### src/rtl/vdiv_pkg.sv
package vdiv_pkg;

  typedef enum logic [2:0] {
    ST_COUNT  = 3'd0,
    ST_NORM   = 3'd1,
    ST_NEAR   = 3'd2,
    ST_NONORM = 3'd3,
    ST_WAIT   = 3'd4
  } vd_state_e;

  typedef enum logic [1:0] {
    GR_NONE = 2'd0,
    GR_NEAR = 2'd1,
    GR_NORM = 2'd2
  } vd_grade_e;

endpackage

### src/rtl/vdiv_vsync_edge.sv
module vdiv_vsync_edge (
  input  logic clk,
  input  logic rst_n,
  input  logic en,
  input  logic vsync_in,
  output logic ev
);

  logic prev_q;

  // rising edge across consecutive strobes only
  assign ev = en && vsync_in && !prev_q;

  always_ff @(posedge clk or negedge rst_n) begin
    if (!rst_n) begin
      prev_q <= 1'b0;
    end else if (en) begin
      prev_q <= vsync_in;
    end
  end

endmodule

### src/rtl/vdiv_line_ctr.sv
module vdiv_line_ctr #(
  parameter int LC_W = 10
) (
  input  logic            clk,
  input  logic            rst_n,
  input  logic            en,
  input  logic            clr_now,
  input  logic            clr_late,
  output logic [LC_W-1:0] lc
);

  localparam logic [LC_W-1:0] LC_TOP = {LC_W{1'b1}};

  logic pend_q;

  always_ff @(posedge clk or negedge rst_n) begin
    if (!rst_n) begin
      lc     <= '0;
      pend_q <= 1'b0;
    end else if (en) begin
      if (clr_now || pend_q) begin
        lc <= '0;
      end else if (lc != LC_TOP) begin
        lc <= lc + 1'b1;
      end
      // a sync-driven restart lands half a line (one strobe) later
      pend_q <= clr_late;
    end
  end

endmodule

### src/rtl/vdiv_norm_grader.sv
module vdiv_norm_grader
  import vdiv_pkg::*;
#(
  parameter int CNT_W    = 4,
  parameter int NORM_MIN = 12,
  parameter int NEAR_MIN = 6
) (
  input  logic      clk,
  input  logic      rst_n,
  input  logic      fire,
  input  logic      good,
  input  logic      hlock,
  input  logic      wide_hold,
  output vd_grade_e grade,
  output logic      norm_lock
);

  localparam logic [CNT_W-1:0] LVL_MAX  = {CNT_W{1'b1}};
  localparam logic [CNT_W-1:0] LVL_NORM = CNT_W'(NORM_MIN);
  localparam logic [CNT_W-1:0] LVL_NEAR = CNT_W'(NEAR_MIN);

  logic [CNT_W-1:0] level_q;
  logic [CNT_W-1:0] step_dn;
  logic             last_bad_q;
  logic             credit;

  assign credit  = good && !last_bad_q;
  assign step_dn = (level_q >= LVL_NORM) ? CNT_W'(2) : CNT_W'(1);

  always_comb begin
    if (level_q >= LVL_NORM)      grade = GR_NORM;
    else if (level_q >= LVL_NEAR) grade = GR_NEAR;
    else                          grade = GR_NONE;
  end

  assign norm_lock = (level_q >= LVL_NORM);

  always_ff @(posedge clk or negedge rst_n) begin
    if (!rst_n) begin
      level_q    <= '0;
      last_bad_q <= 1'b0;
    end else if (!hlock || wide_hold) begin
      level_q    <= '0;
      last_bad_q <= 1'b0;
    end else if (fire) begin
      if (credit) begin
        if (level_q != LVL_MAX) level_q <= level_q + 1'b1;
      end else begin
        level_q <= (level_q > step_dn) ? (level_q - step_dn) : '0;
      end
      // a bad field arms the penalty, the penalised good field disarms it
      last_bad_q <= !good;
    end
  end

endmodule

### src/rtl/vdiv_ctrl.sv
module vdiv_ctrl
  import vdiv_pkg::*;
#(
  parameter int LC_W        = 10,
  parameter int COUNT_EXIT  = 488,
  parameter int NORM_AT_50  = 626,
  parameter int NORM_AT_60  = 526,
  parameter int WIN_LO_50   = 622,
  parameter int WIN_HI_50   = 628,
  parameter int WIN_LO_60   = 522,
  parameter int WIN_HI_60   = 528,
  parameter int TO_LOCK_50  = 722,
  parameter int TO_LOCK_60  = 576,
  parameter int RATE_SPLIT  = 576
) (
  input  logic            clk,
  input  logic            rst_n,
  input  logic            en,
  input  logic            ev,
  input  logic [LC_W-1:0] lc,
  input  vd_grade_e       grade,
  input  logic            hlock,
  input  logic            rate_force,
  input  logic            rate_force_50hz,
  output logic            clr_now,
  output logic            clr_late,
  output logic            fire,
  output logic            good,
  output logic            vsync_out,
  output logic            field_50hz
);

  localparam logic [LC_W-1:0] C_EXIT  = LC_W'(COUNT_EXIT);
  localparam logic [LC_W-1:0] C_SPLIT = LC_W'(RATE_SPLIT);

  // per-rate constants: index 1 = 50 Hz, index 0 = 60 Hz
  logic [LC_W-1:0] norm_at_tab [2];
  logic [LC_W-1:0] win_lo_tab  [2];
  logic [LC_W-1:0] win_hi_tab  [2];
  logic [LC_W-1:0] to_lock_tab [2];

  for (genvar r = 0; r < 2; r++) begin : g_rate
    assign norm_at_tab[r] = LC_W'((r == 1) ? NORM_AT_50 : NORM_AT_60);
    assign win_lo_tab[r]  = LC_W'((r == 1) ? WIN_LO_50  : WIN_LO_60);
    assign win_hi_tab[r]  = LC_W'((r == 1) ? WIN_HI_50  : WIN_HI_60);
    assign to_lock_tab[r] = LC_W'((r == 1) ? TO_LOCK_50 : TO_LOCK_60);
  end

  vd_state_e       st_q, st_n;
  logic            seen_q, seen_n;
  logic            pick_vld, rate_pick;
  logic [LC_W-1:0] norm_at, win_lo, win_hi, to_lim;
  logic            in_win, late_half;

  always_comb begin
    norm_at   = norm_at_tab[field_50hz];
    win_lo    = win_lo_tab[field_50hz];
    win_hi    = win_hi_tab[field_50hz];
    to_lim    = hlock ? to_lock_tab[field_50hz] : win_hi_tab[field_50hz];
    in_win    = (lc > win_lo) && (lc < win_hi);
    late_half = (lc >= C_SPLIT);
  end

  always_comb begin
    st_n      = st_q;
    seen_n    = seen_q;
    clr_now   = 1'b0;
    clr_late  = 1'b0;
    fire      = 1'b0;
    good      = 1'b0;
    pick_vld  = 1'b0;
    rate_pick = field_50hz;
    if (en) begin
      unique case (st_q)
        ST_COUNT: begin
          if (lc == C_EXIT) begin
            seen_n = 1'b0;
            unique case (grade)
              GR_NORM: st_n = ST_NORM;
              GR_NEAR: st_n = ST_NEAR;
              default: st_n = ST_NONORM;
            endcase
          end
        end
        ST_NORM: begin
          if (ev && in_win) seen_n = 1'b1;
          if (lc >= norm_at) begin
            fire = 1'b1;
            good = seen_q || (ev && in_win);
            st_n = ST_WAIT;
          end
        end
        ST_WAIT: begin
          clr_now = 1'b1;
          st_n    = ST_COUNT;
        end
        ST_NEAR: begin
          if (ev && in_win) begin
            fire     = 1'b1;
            good     = 1'b1;
            clr_late = 1'b1;
            st_n     = ST_COUNT;
          end else if (lc >= win_hi) begin
            fire    = 1'b1;
            clr_now = 1'b1;
            st_n    = ST_COUNT;
          end
        end
        ST_NONORM: begin
          if (ev) begin
            fire      = 1'b1;
            pick_vld  = !rate_force;
            rate_pick = late_half;
            good      = in_win && (rate_force || (late_half == field_50hz));
            clr_late  = 1'b1;
            st_n      = ST_COUNT;
          end else if (lc >= to_lim) begin
            fire    = 1'b1;
            clr_now = 1'b1;
            st_n    = ST_COUNT;
          end
        end
        default: st_n = ST_COUNT;
      endcase
    end
  end

  always_ff @(posedge clk or negedge rst_n) begin
    if (!rst_n) begin
      st_q       <= ST_COUNT;
      seen_q     <= 1'b0;
      vsync_out  <= 1'b0;
      field_50hz <= 1'b1;
    end else begin
      st_q      <= st_n;
      seen_q    <= seen_n;
      vsync_out <= fire;
      if (rate_force)    field_50hz <= rate_force_50hz;
      else if (pick_vld) field_50hz <= rate_pick;
    end
  end

endmodule

### src/rtl/vdiv_norm.sv
module vdiv_norm
  import vdiv_pkg::*;
#(
  parameter int LC_W       = 10,
  parameter int CNT_W      = 4,
  parameter int NORM_MIN   = 12,
  parameter int NEAR_MIN   = 6,
  parameter int COUNT_EXIT = 488,
  parameter int NORM_AT_50 = 626,
  parameter int NORM_AT_60 = 526,
  parameter int WIN_LO_50  = 622,
  parameter int WIN_HI_50  = 628,
  parameter int WIN_LO_60  = 522,
  parameter int WIN_HI_60  = 528,
  parameter int TO_LOCK_50 = 722,
  parameter int TO_LOCK_60 = 576,
  parameter int RATE_SPLIT = 576
) (
  input  logic clk,
  input  logic rst_n,
  input  logic line2x_en,
  input  logic vsync_in,
  input  logic hlock,
  input  logic rate_force,
  input  logic rate_force_50hz,
  input  logic wide_hold,
  output logic vsync_out,
  output logic field_50hz,
  output logic norm_lock
);

  logic [LC_W-1:0] lc;
  logic            ev, clr_now, clr_late, fire, good;
  vd_grade_e       grade;

  vdiv_vsync_edge u_edge (
    .clk      (clk),
    .rst_n    (rst_n),
    .en       (line2x_en),
    .vsync_in (vsync_in),
    .ev       (ev)
  );

  vdiv_line_ctr #(.LC_W(LC_W)) u_lc (
    .clk      (clk),
    .rst_n    (rst_n),
    .en       (line2x_en),
    .clr_now  (clr_now),
    .clr_late (clr_late),
    .lc       (lc)
  );

  vdiv_norm_grader #(
    .CNT_W    (CNT_W),
    .NORM_MIN (NORM_MIN),
    .NEAR_MIN (NEAR_MIN)
  ) u_grade (
    .clk       (clk),
    .rst_n     (rst_n),
    .fire      (fire),
    .good      (good),
    .hlock     (hlock),
    .wide_hold (wide_hold),
    .grade     (grade),
    .norm_lock (norm_lock)
  );

  vdiv_ctrl #(
    .LC_W       (LC_W),
    .COUNT_EXIT (COUNT_EXIT),
    .NORM_AT_50 (NORM_AT_50),
    .NORM_AT_60 (NORM_AT_60),
    .WIN_LO_50  (WIN_LO_50),
    .WIN_HI_50  (WIN_HI_50),
    .WIN_LO_60  (WIN_LO_60),
    .WIN_HI_60  (WIN_HI_60),
    .TO_LOCK_50 (TO_LOCK_50),
    .TO_LOCK_60 (TO_LOCK_60),
    .RATE_SPLIT (RATE_SPLIT)
  ) u_ctrl (
    .clk             (clk),
    .rst_n           (rst_n),
    .en              (line2x_en),
    .ev              (ev),
    .lc              (lc),
    .grade           (grade),
    .hlock           (hlock),
    .rate_force      (rate_force),
    .rate_force_50hz (rate_force_50hz),
    .clr_now         (clr_now),
    .clr_late        (clr_late),
    .fire            (fire),
    .good            (good),
    .vsync_out       (vsync_out),
    .field_50hz      (field_50hz)
  );

endmodule

### config.mk
export PLATFORM = sky130hd
export DESIGN_NAME = vdiv_norm
export DESIGN_NICKNAME = d
export VERILOG_FILES = /design/src/rtl/vdiv_pkg.sv /design/src/rtl/vdiv_vsync_edge.sv /design/src/rtl/vdiv_line_ctr.sv /design/src/rtl/vdiv_norm_grader.sv /design/src/rtl/vdiv_ctrl.sv /design/src/rtl/vdiv_norm.sv
export SDC_FILE = /design/constraint.sdc
export NUM_CORES = 1
export LEC_CHECK = 0
export ABC_CLOCK_PERIOD_IN_PS = 2580
export BUFFER_PORTS_ARGS = -buffer_cell sky130_fd_sc_hd__buf_2
export CORE_ASPECT_RATIO = 0.7
export CORE_MARGIN = 4
export CORE_UTILIZATION = 56
export CTS_CLUSTER_SIZE = 14
export DETAILED_ROUTE_END_ITERATION = 6
export HOLD_SLACK_MARGIN = 0.15
export PLACE_DENSITY = 0.85
export SYNTH_ARGS = -nofsm -noshare
export SYNTH_HDL_FRONTEND = slang
export SYNTH_SLANG_ARGS = --single-unit
### constraint.sdc
create_clock -name clk -period 2.58 [get_ports clk]
set_input_delay 0.645 -clock clk [delete_from_list [all_inputs] [get_ports clk]]
set_output_delay 0.645 -clock clk [all_outputs]
set_load 0.01 [all_outputs]
After elaboration in Yosys (flattened, before gate mapping)
Cells that the tools add are included.
Storage, ports and cells
  register bits: 23
  output and inout bits: 3
Operators by class
  add/sub/neg operators: 3
  order comparisons: 10
  equality and inequality tests: 16
  muxes and demuxes: 62
  bitwise operators: 1
  reductions and logical operators: 28
Operators by type and width (number)
  $mux W10: 11
  $ge A10 B10 Y1: 3
  $mux W1: 27
  $mux W7: 3
  $mux W4: 5
  $mux W3: 6
  $reduce_bool A2 Y1: 7
  $pmux W3 S4: 1
  $add A10 B1 Y10 const B: 1
  $eq A10 B9 Y1 const B: 1
  $ge A10 B10 Y1 const B: 1
  $gt A10 B10 Y1: 1
  $lt A10 B10 Y1: 1
  $ne A10 B10 Y1 const B: 1
  $pmux W1 S3: 3
  $mux W8: 1
  $reduce_and A4 Y1: 2
  $eq A3 B2 Y1 const B: 2
  $logic_and A1 B1 Y1: 6
  $ne A2 B1 Y1 const B: 3
  $ne A3 B1 Y1 const B: 2
  $logic_not A1 Y1: 5
  $reduce_and A5 Y1: 1
  $add A4 B1 Y4 const B: 1
  other kinds (19): 25

Longest topological paths before layout
  depth in word-level cells: 15
  mapped depth: 10
  gate-level depth less buffers: 10

Hierarchy
A second synthesis with hierarchy kept.
Unflattened totals
  cell total of the unflattened synthesis: 241
  area, all modules: 2175.8 µm²
Modules (own cells, without submodules)
  vdiv_ctrl: times used 1, cells an instance 111, area an instance 979.7 µm², seq. area each 151.4 µm²
  vdiv_line_ctr: times used 1, cells an instance 66, area an instance 645.6 µm², seq. area each 275.3 µm²
  vdiv_norm_grader: times used 1, cells an instance 61, area an instance 500.5 µm², seq. area each 125.1 µm²
  vdiv_vsync_edge: times used 1, cells an instance 3, area an instance 50.0 µm², seq. area each 25.0 µm²

Worst setup path before layout
Ideal clock, no wire load.
  kind: reg-to-reg
  from: register u_ctrl.field_50hz
  to: register u_grade.level_q[1]
  library setup time: 0.087 ns
  data arrival time: 2.798 ns
  slack: -0.305 ns
  stages on the path, launching flop included: 11
  cell sequence: dfstp_2 inv_1 ha_1 nand3_2 a2111oi_0 and4_2 o2bb2ai_2 or4_1 buf_2 o211a_1 a211oi_2
Between the ends
  word-level cells in the longest chain between the ends: 15
  elaborated cells on any way between the ends: 44
  those cells by class: order compare: 5; eq/ne: 2; mux: 28; bitwise: 1; reduce/logical: 8
Ends and longest elaborated chain
  from (decl): line vdiv_ctrl.sv:30  | output logic field_50hz
  from (signal assigned): line vdiv_ctrl.sv:138  | if (rate_force) field_50hz <= rate_force_50hz;
  from (signal assigned): line vdiv_ctrl.sv:139  | else if (pick_vld) field_50hz <= rate_pick;
  $not A1 Y2 (not written as such)
  $mux W7 (on tied branches): line vdiv_ctrl.sv:57, vdiv_ctrl.sv:58, vdiv_ctrl.sv:59
  $mux W10 (on tied branches) (2 in series): line vdiv_ctrl.sv:57, vdiv_ctrl.sv:58, vdiv_ctrl.sv:59
  $gt A10 B10 Y1 or $lt A10 B10 Y1 (tied branches): line vdiv_ctrl.sv:60  | in_win = (lc > win_lo) && (lc < win_hi);
  $logic_and A1 B1 Y1: line vdiv_ctrl.sv:60
  $logic_and A1 B1 Y1: line vdiv_ctrl.sv:89, vdiv_ctrl.sv:98
  $logic_or A1 B1 Y1: line vdiv_ctrl.sv:89  | good = seen_q || (ev && in_win);
  $mux W1: line vdiv_ctrl.sv:87  | if (lc >= norm_at) begin
  $pmux W1 S3: line vdiv_ctrl.sv:74  | unique case (st_q)
  $mux W1: line vdiv_ctrl.sv:73  | if (en) begin
  $logic_and A1 B1 Y1: line vdiv_norm_grader.sv:27  | assign credit = good && !last_bad_q;
  $mux W4: line vdiv_norm_grader.sv:46  | if (credit) begin
  $mux W4: line vdiv_norm_grader.sv:45  | end else if (fire) begin
  $mux W4: line vdiv_norm_grader.sv:42  | end else if (!hlock || wide_hold) begin
  to (signal assigned): line vdiv_norm_grader.sv:47  | if (level_q != LVL_MAX) level_q <= level_q + 1'b1;
  to (signal assigned): line vdiv_norm_grader.sv:49  | level_q <= (level_q > step_dn) ? (level_q - step_dn) : '0;
  to (decl): line vdiv_norm_grader.sv:22  | logic [CNT_W-1:0] level_q;
Several ways; a longest one is shown, not always the timed one. The select of a mux whose other input is x is not followed.
A chain may end at the register's enable or synchronous reset.

Worst setup path after layout
  from: register u_ctrl.field_50hz
  to: register u_ctrl.vsync_out
Between the ends
  word-level cells in the longest chain between the ends: 10
  elaborated cells on any way between the ends: 28
  those cells by class: order compare: 5; mux: 20; bitwise: 1; reduce/logical: 2
Ends and longest elaborated chain
  $not A1 Y2 (not written as such) *
  $mux W8 (not written as such) (tied with other cells): line vdiv_ctrl.sv:59  | to_lim = hlock ? to_lock_tab[field_50hz] : win_hi_tab[field_50hz];
  $mux W10 (on tied branches) (2 in series): line vdiv_ctrl.sv:59, vdiv_ctrl.sv:57, vdiv_ctrl.sv:58
  $mux W10 (tied with other cells): line vdiv_ctrl.sv:59
  $ge A10 B10 Y1 or $logic_and A1 B1 Y1 (tied branches): line vdiv_ctrl.sv:117, vdiv_ctrl.sv:60
  $mux W1 or $logic_and A1 B1 Y1 (tied branches): line vdiv_ctrl.sv:117, vdiv_ctrl.sv:98
  $mux W1 (on tied branches): line vdiv_ctrl.sv:110, vdiv_ctrl.sv:98
  $pmux W1 S3 *: line vdiv_ctrl.sv:74
  $mux W1 *: line vdiv_ctrl.sv:73
  via fire: line vdiv_norm.sv:33  | logic ev, clr_now, clr_late, fire, good;
  to (signal assigned): line vdiv_ctrl.sv:137  | vsync_out <= fire;
  to (decl): line vdiv_ctrl.sv:29  | output logic vsync_out,
Mark *: on every way through the listed nets, which the timed path passes. The rest lies on a longest branch. The select of a mux whose other input is x is not followed.

==> impl_results.rst <==
.. list-table::
   :header-rows: 1

   * - Metric
     - Value
   * - Outcome
     - finished with violations
   * - Violated checks
     - setup timing
   * - Total CTS buffers
     - 3
   * - Core area
     - 3558 µm²
   * - Clk Tree Root Cell
     - clkbuf_8
   * - Routability congestion estimate
     - 0.9041
   * - Grt ovf
     - 0
   * - Diode count
     - 0
   * - Final setup violating endpoints
     - 7
   * - Synth area leaders
     - dfrtp_1, ha_1, nand2_1
   * - CP Class
     - reg -> reg
   * - Via count of the first global-routing pass
     - 1971
   * - Final hold violation count
     - 0
   * - Count of input and output buffers
     - 10
   * - 1st-pass router iterations
     - 6
   * - Die extent in x
     - 81.25 µm
   * - Total power divided by cell area
     - 539.3 nW/µm²
   * - DR iter-0 viols
     - 363
   * - Final worst path period need
     - 2722 ps
   * - CTS tree
     - done
   * - Pin slew with the least headroom to its limit
     - 546.6 ps
   * - Data required time of the critical path
     - 2760 ps
   * - Type of origin of the critical path
     - register
   * - Reg clk slew, reported paths
     - 90 ps
   * - Netlist Area Pre-Place
     - 2103 µm²
   * - Antenna violations before repair
     - 0
   * - Maximum number of pins on one net before global-route repair
     - 24
   * - CTS Hold Bufs
     - 0
   * - Top-level port count
     - 11
   * - Slew headroom
     - 0.6356
   * - Worst hold-check path type
     - in -> async
   * - Final worst path period share
     - 1.055
   * - Most frequent cell after synthesis
     - nand2_1
   * - Total count of max-transition violations in the final report
     - 0
   * - DRC violations left
     - 0
   * - Summed negative setup slack over all endpoints
     - -597.3 ps
   * - Number of cells on the worst reg-to-reg path
     - 11
   * - Async set-or-reset flop fraction in the synthesized netlist
     - 1.000
   * - Primary FF master, synth
     - dfrtp_1
   * - Net count of the mapped netlist
     - 283
   * - Post-detailed-route count of antenna-violating nets
     - 0
   * - Routed vias/inst
     - 6.818
   * - Max Cap Violations
     - 0
   * - Worst reg2reg startpoint
     - u_ctrl.field_50hz
   * - Total number of vias
     - 2318
   * - Register bit total from synthesis
     - 23
   * - Area share of the leading cell type in the synthesized netlist
     - 0.2617
   * - Share of final-layout standard cells stronger than drive strength 1
     - 0.2862
   * - Proportion of synthesized chip area in sequential cells
     - 0.2742
   * - Worst r2r dst
     - u_ctrl.vsync_out
   * - Biggest fanout along the worst timing path
     - 5
   * - Yosys Warn Count
     - 0
   * - Synth top cells by count
     - nand2_1, dfrtp_1, nor2_1
   * - Final worst slack
     - -141.6 ps
   * - R2r setup slk
     - -140 ps
   * - Number of synthesized flops with an enable pin
     - 0
   * - Die Y-Extent
     - 59.28 µm
   * - Worst IR drop on VDD
     - 0.3914 mV
   * - Initial core utilization
     - 0.5911
   * - Synthesized area per cell
     - 8.248 µm²
   * - Post-detailed-placement half-perimeter wirelength
     - 4573 µm
   * - Peak Freq
     - 367.4 MHz
   * - Wire length of the first global-routing pass
     - 9929 µm
   * - Area after DPL
     - 2466 µm²
   * - Wire length reported by the detailed router
     - 6473 µm
   * - Clock Latency Late Sink
     - 280 ps
   * - CTS max path bufs
     - 2
   * - GR Util All Layers
     - 0.2744
   * - Final std cell area, no fill
     - 2704 µm²
   * - Worst setup EP type
     - register
   * - Area added between synthesis and finish
     - 28.55%
   * - Post-synth cell types
     - 59
   * - Worst EP arrival
     - 2900 ps
   * - Largest area contributor in the netlist
     - dfrtp_1
   * - RSZ-0062 raised after global routing
     - yes
   * - Leakage dissipation
     - 1.180 nW
   * - Number of nets in the finished design
     - 319
   * - Row cnt
     - 18
   * - Clk sink count
     - 23
   * - Number of H-tree levels
     - 1
   * - Routed WL per cell
     - 19.04 µm
   * - Final worst clock skew
     - 5.529 ps
   * - Synth Instances
     - 255
   * - Total die area
     - 4816 µm²
   * - Filler cells
     - 257
area by class of cell:
type,instances,area [µm²],area share
timing repair buffer,42,295.3,0.1092
clock inverter,1,7.507,0.002776
clock buffer,3,41.29,0.01527
inverter,16,62.56,0.02314
tap,50,62.56,0.02314
multi-input combinational,205,1658,0.6131
sequential,23,576.8,0.2133
through the flow:
step	setup WS, ps	std cells	utilization	hold WS, ps	total power, mW
CTS	-41.72	336	0.7240	358.9	1.411
detailed placement	-227.9	331	0.6930	539.7	1.141
floorplan	-63.66	255	-	349.4	0.9038
global placement	-120.4	331	0.6930	499.0	1.116
global route	-187.0	340	0.7598	374.4	1.558
finish	-141.6	340	0.7598	340.5	1.458
critical path: stages, from the launching register on:
cell	delay, ps
dfstp_2	580
inv_4	70
ha_4	260
a2111oi_4	370
nor2b_1	160
a31oi_2	270
a211o_1	240
o221ai_4	140
buf_2	170
buf_4	130
buf_4	130
buf_4	120
state kept, by name (all words and copies together) (netlist names):
signal	count
u_lc.pend_q	1
u_ctrl.vsync_out	1
u_edge.prev_q	1
u_ctrl.seen_q	1
u_grade.last_bad_q	1
u_ctrl.field_50hz	1
u_lc.lc	10
u_ctrl.st_q	3
u_grade.level_q	4
where the power goes:
group,internal [mW],switching (mW)
Clock,0.110,0.135
Sequential,0.414,0.0784
Combinational,0.309,0.411
routing by layer:
metal  share of wire  routed length, µm  up-vias  GRT usage
met5               0                  0        -          0
met1            0.43               2790     1096     0.4143
li1                -                  -     1025          -
met4           0.019                121        0    0.05542
met2            0.42               2699      168     0.3942
met3            0.13                861       29    0.07143
worst max path at each step:
| stage | from | to | slack [ps] | cells past startpoint |
|---|---|---|---|---|
| 2_1_floorplan | u_ctrl.field_50hz | u_grade.level_q[1] | -60 | 10 |
| 3_3_place_gp | hlock | u_lc.lc[5] | -120 | 10 |
| 3_5_place_dp | hlock | u_lc.lc[5] | -230 | 10 |
| 4_1_cts | u_ctrl.field_50hz | u_ctrl.st_q[1] | -40 | 10 |
| 5_1_grt | u_ctrl.field_50hz | u_ctrl.vsync_out | -190 | 11 |
| 6_report | u_ctrl.field_50hz | u_ctrl.vsync_out | -140 | 11 |
cell families (layout without fill, tap and decap cells):
family                     count (synthesis)  in the layout  share of synthesized area
AOI/OAI and AO/OA                         69             69                     0.2415
xor gates and xnor gates                   2              2                   0.008330
adders and majority gates                 20             20                     0.1225
buffers and inverters                     27             62                    0.05175
DFF                                       23             23                     0.2742
muxes                                      5              5                    0.02498
and+or+nand+nor                          109            109                     0.2766
cells in the final DEF (no fill, tap or decap), types with 8 or more instances in the layout:
cell	count
buf_4	29
inv_1	14
buf_2	11
ha_1	16
nand3_1	8
nand2_1	23
dfrtp_1	22
nor3_1	9
nor2_1	20
a21oi_1	11
repair_timing:
item	in CTS	in global routing
setup buffers	1	4
pin swaps	3	7
resized for setup	10	21
setup endpoints to repair	16	18
(Power assumes the default switching activity.)
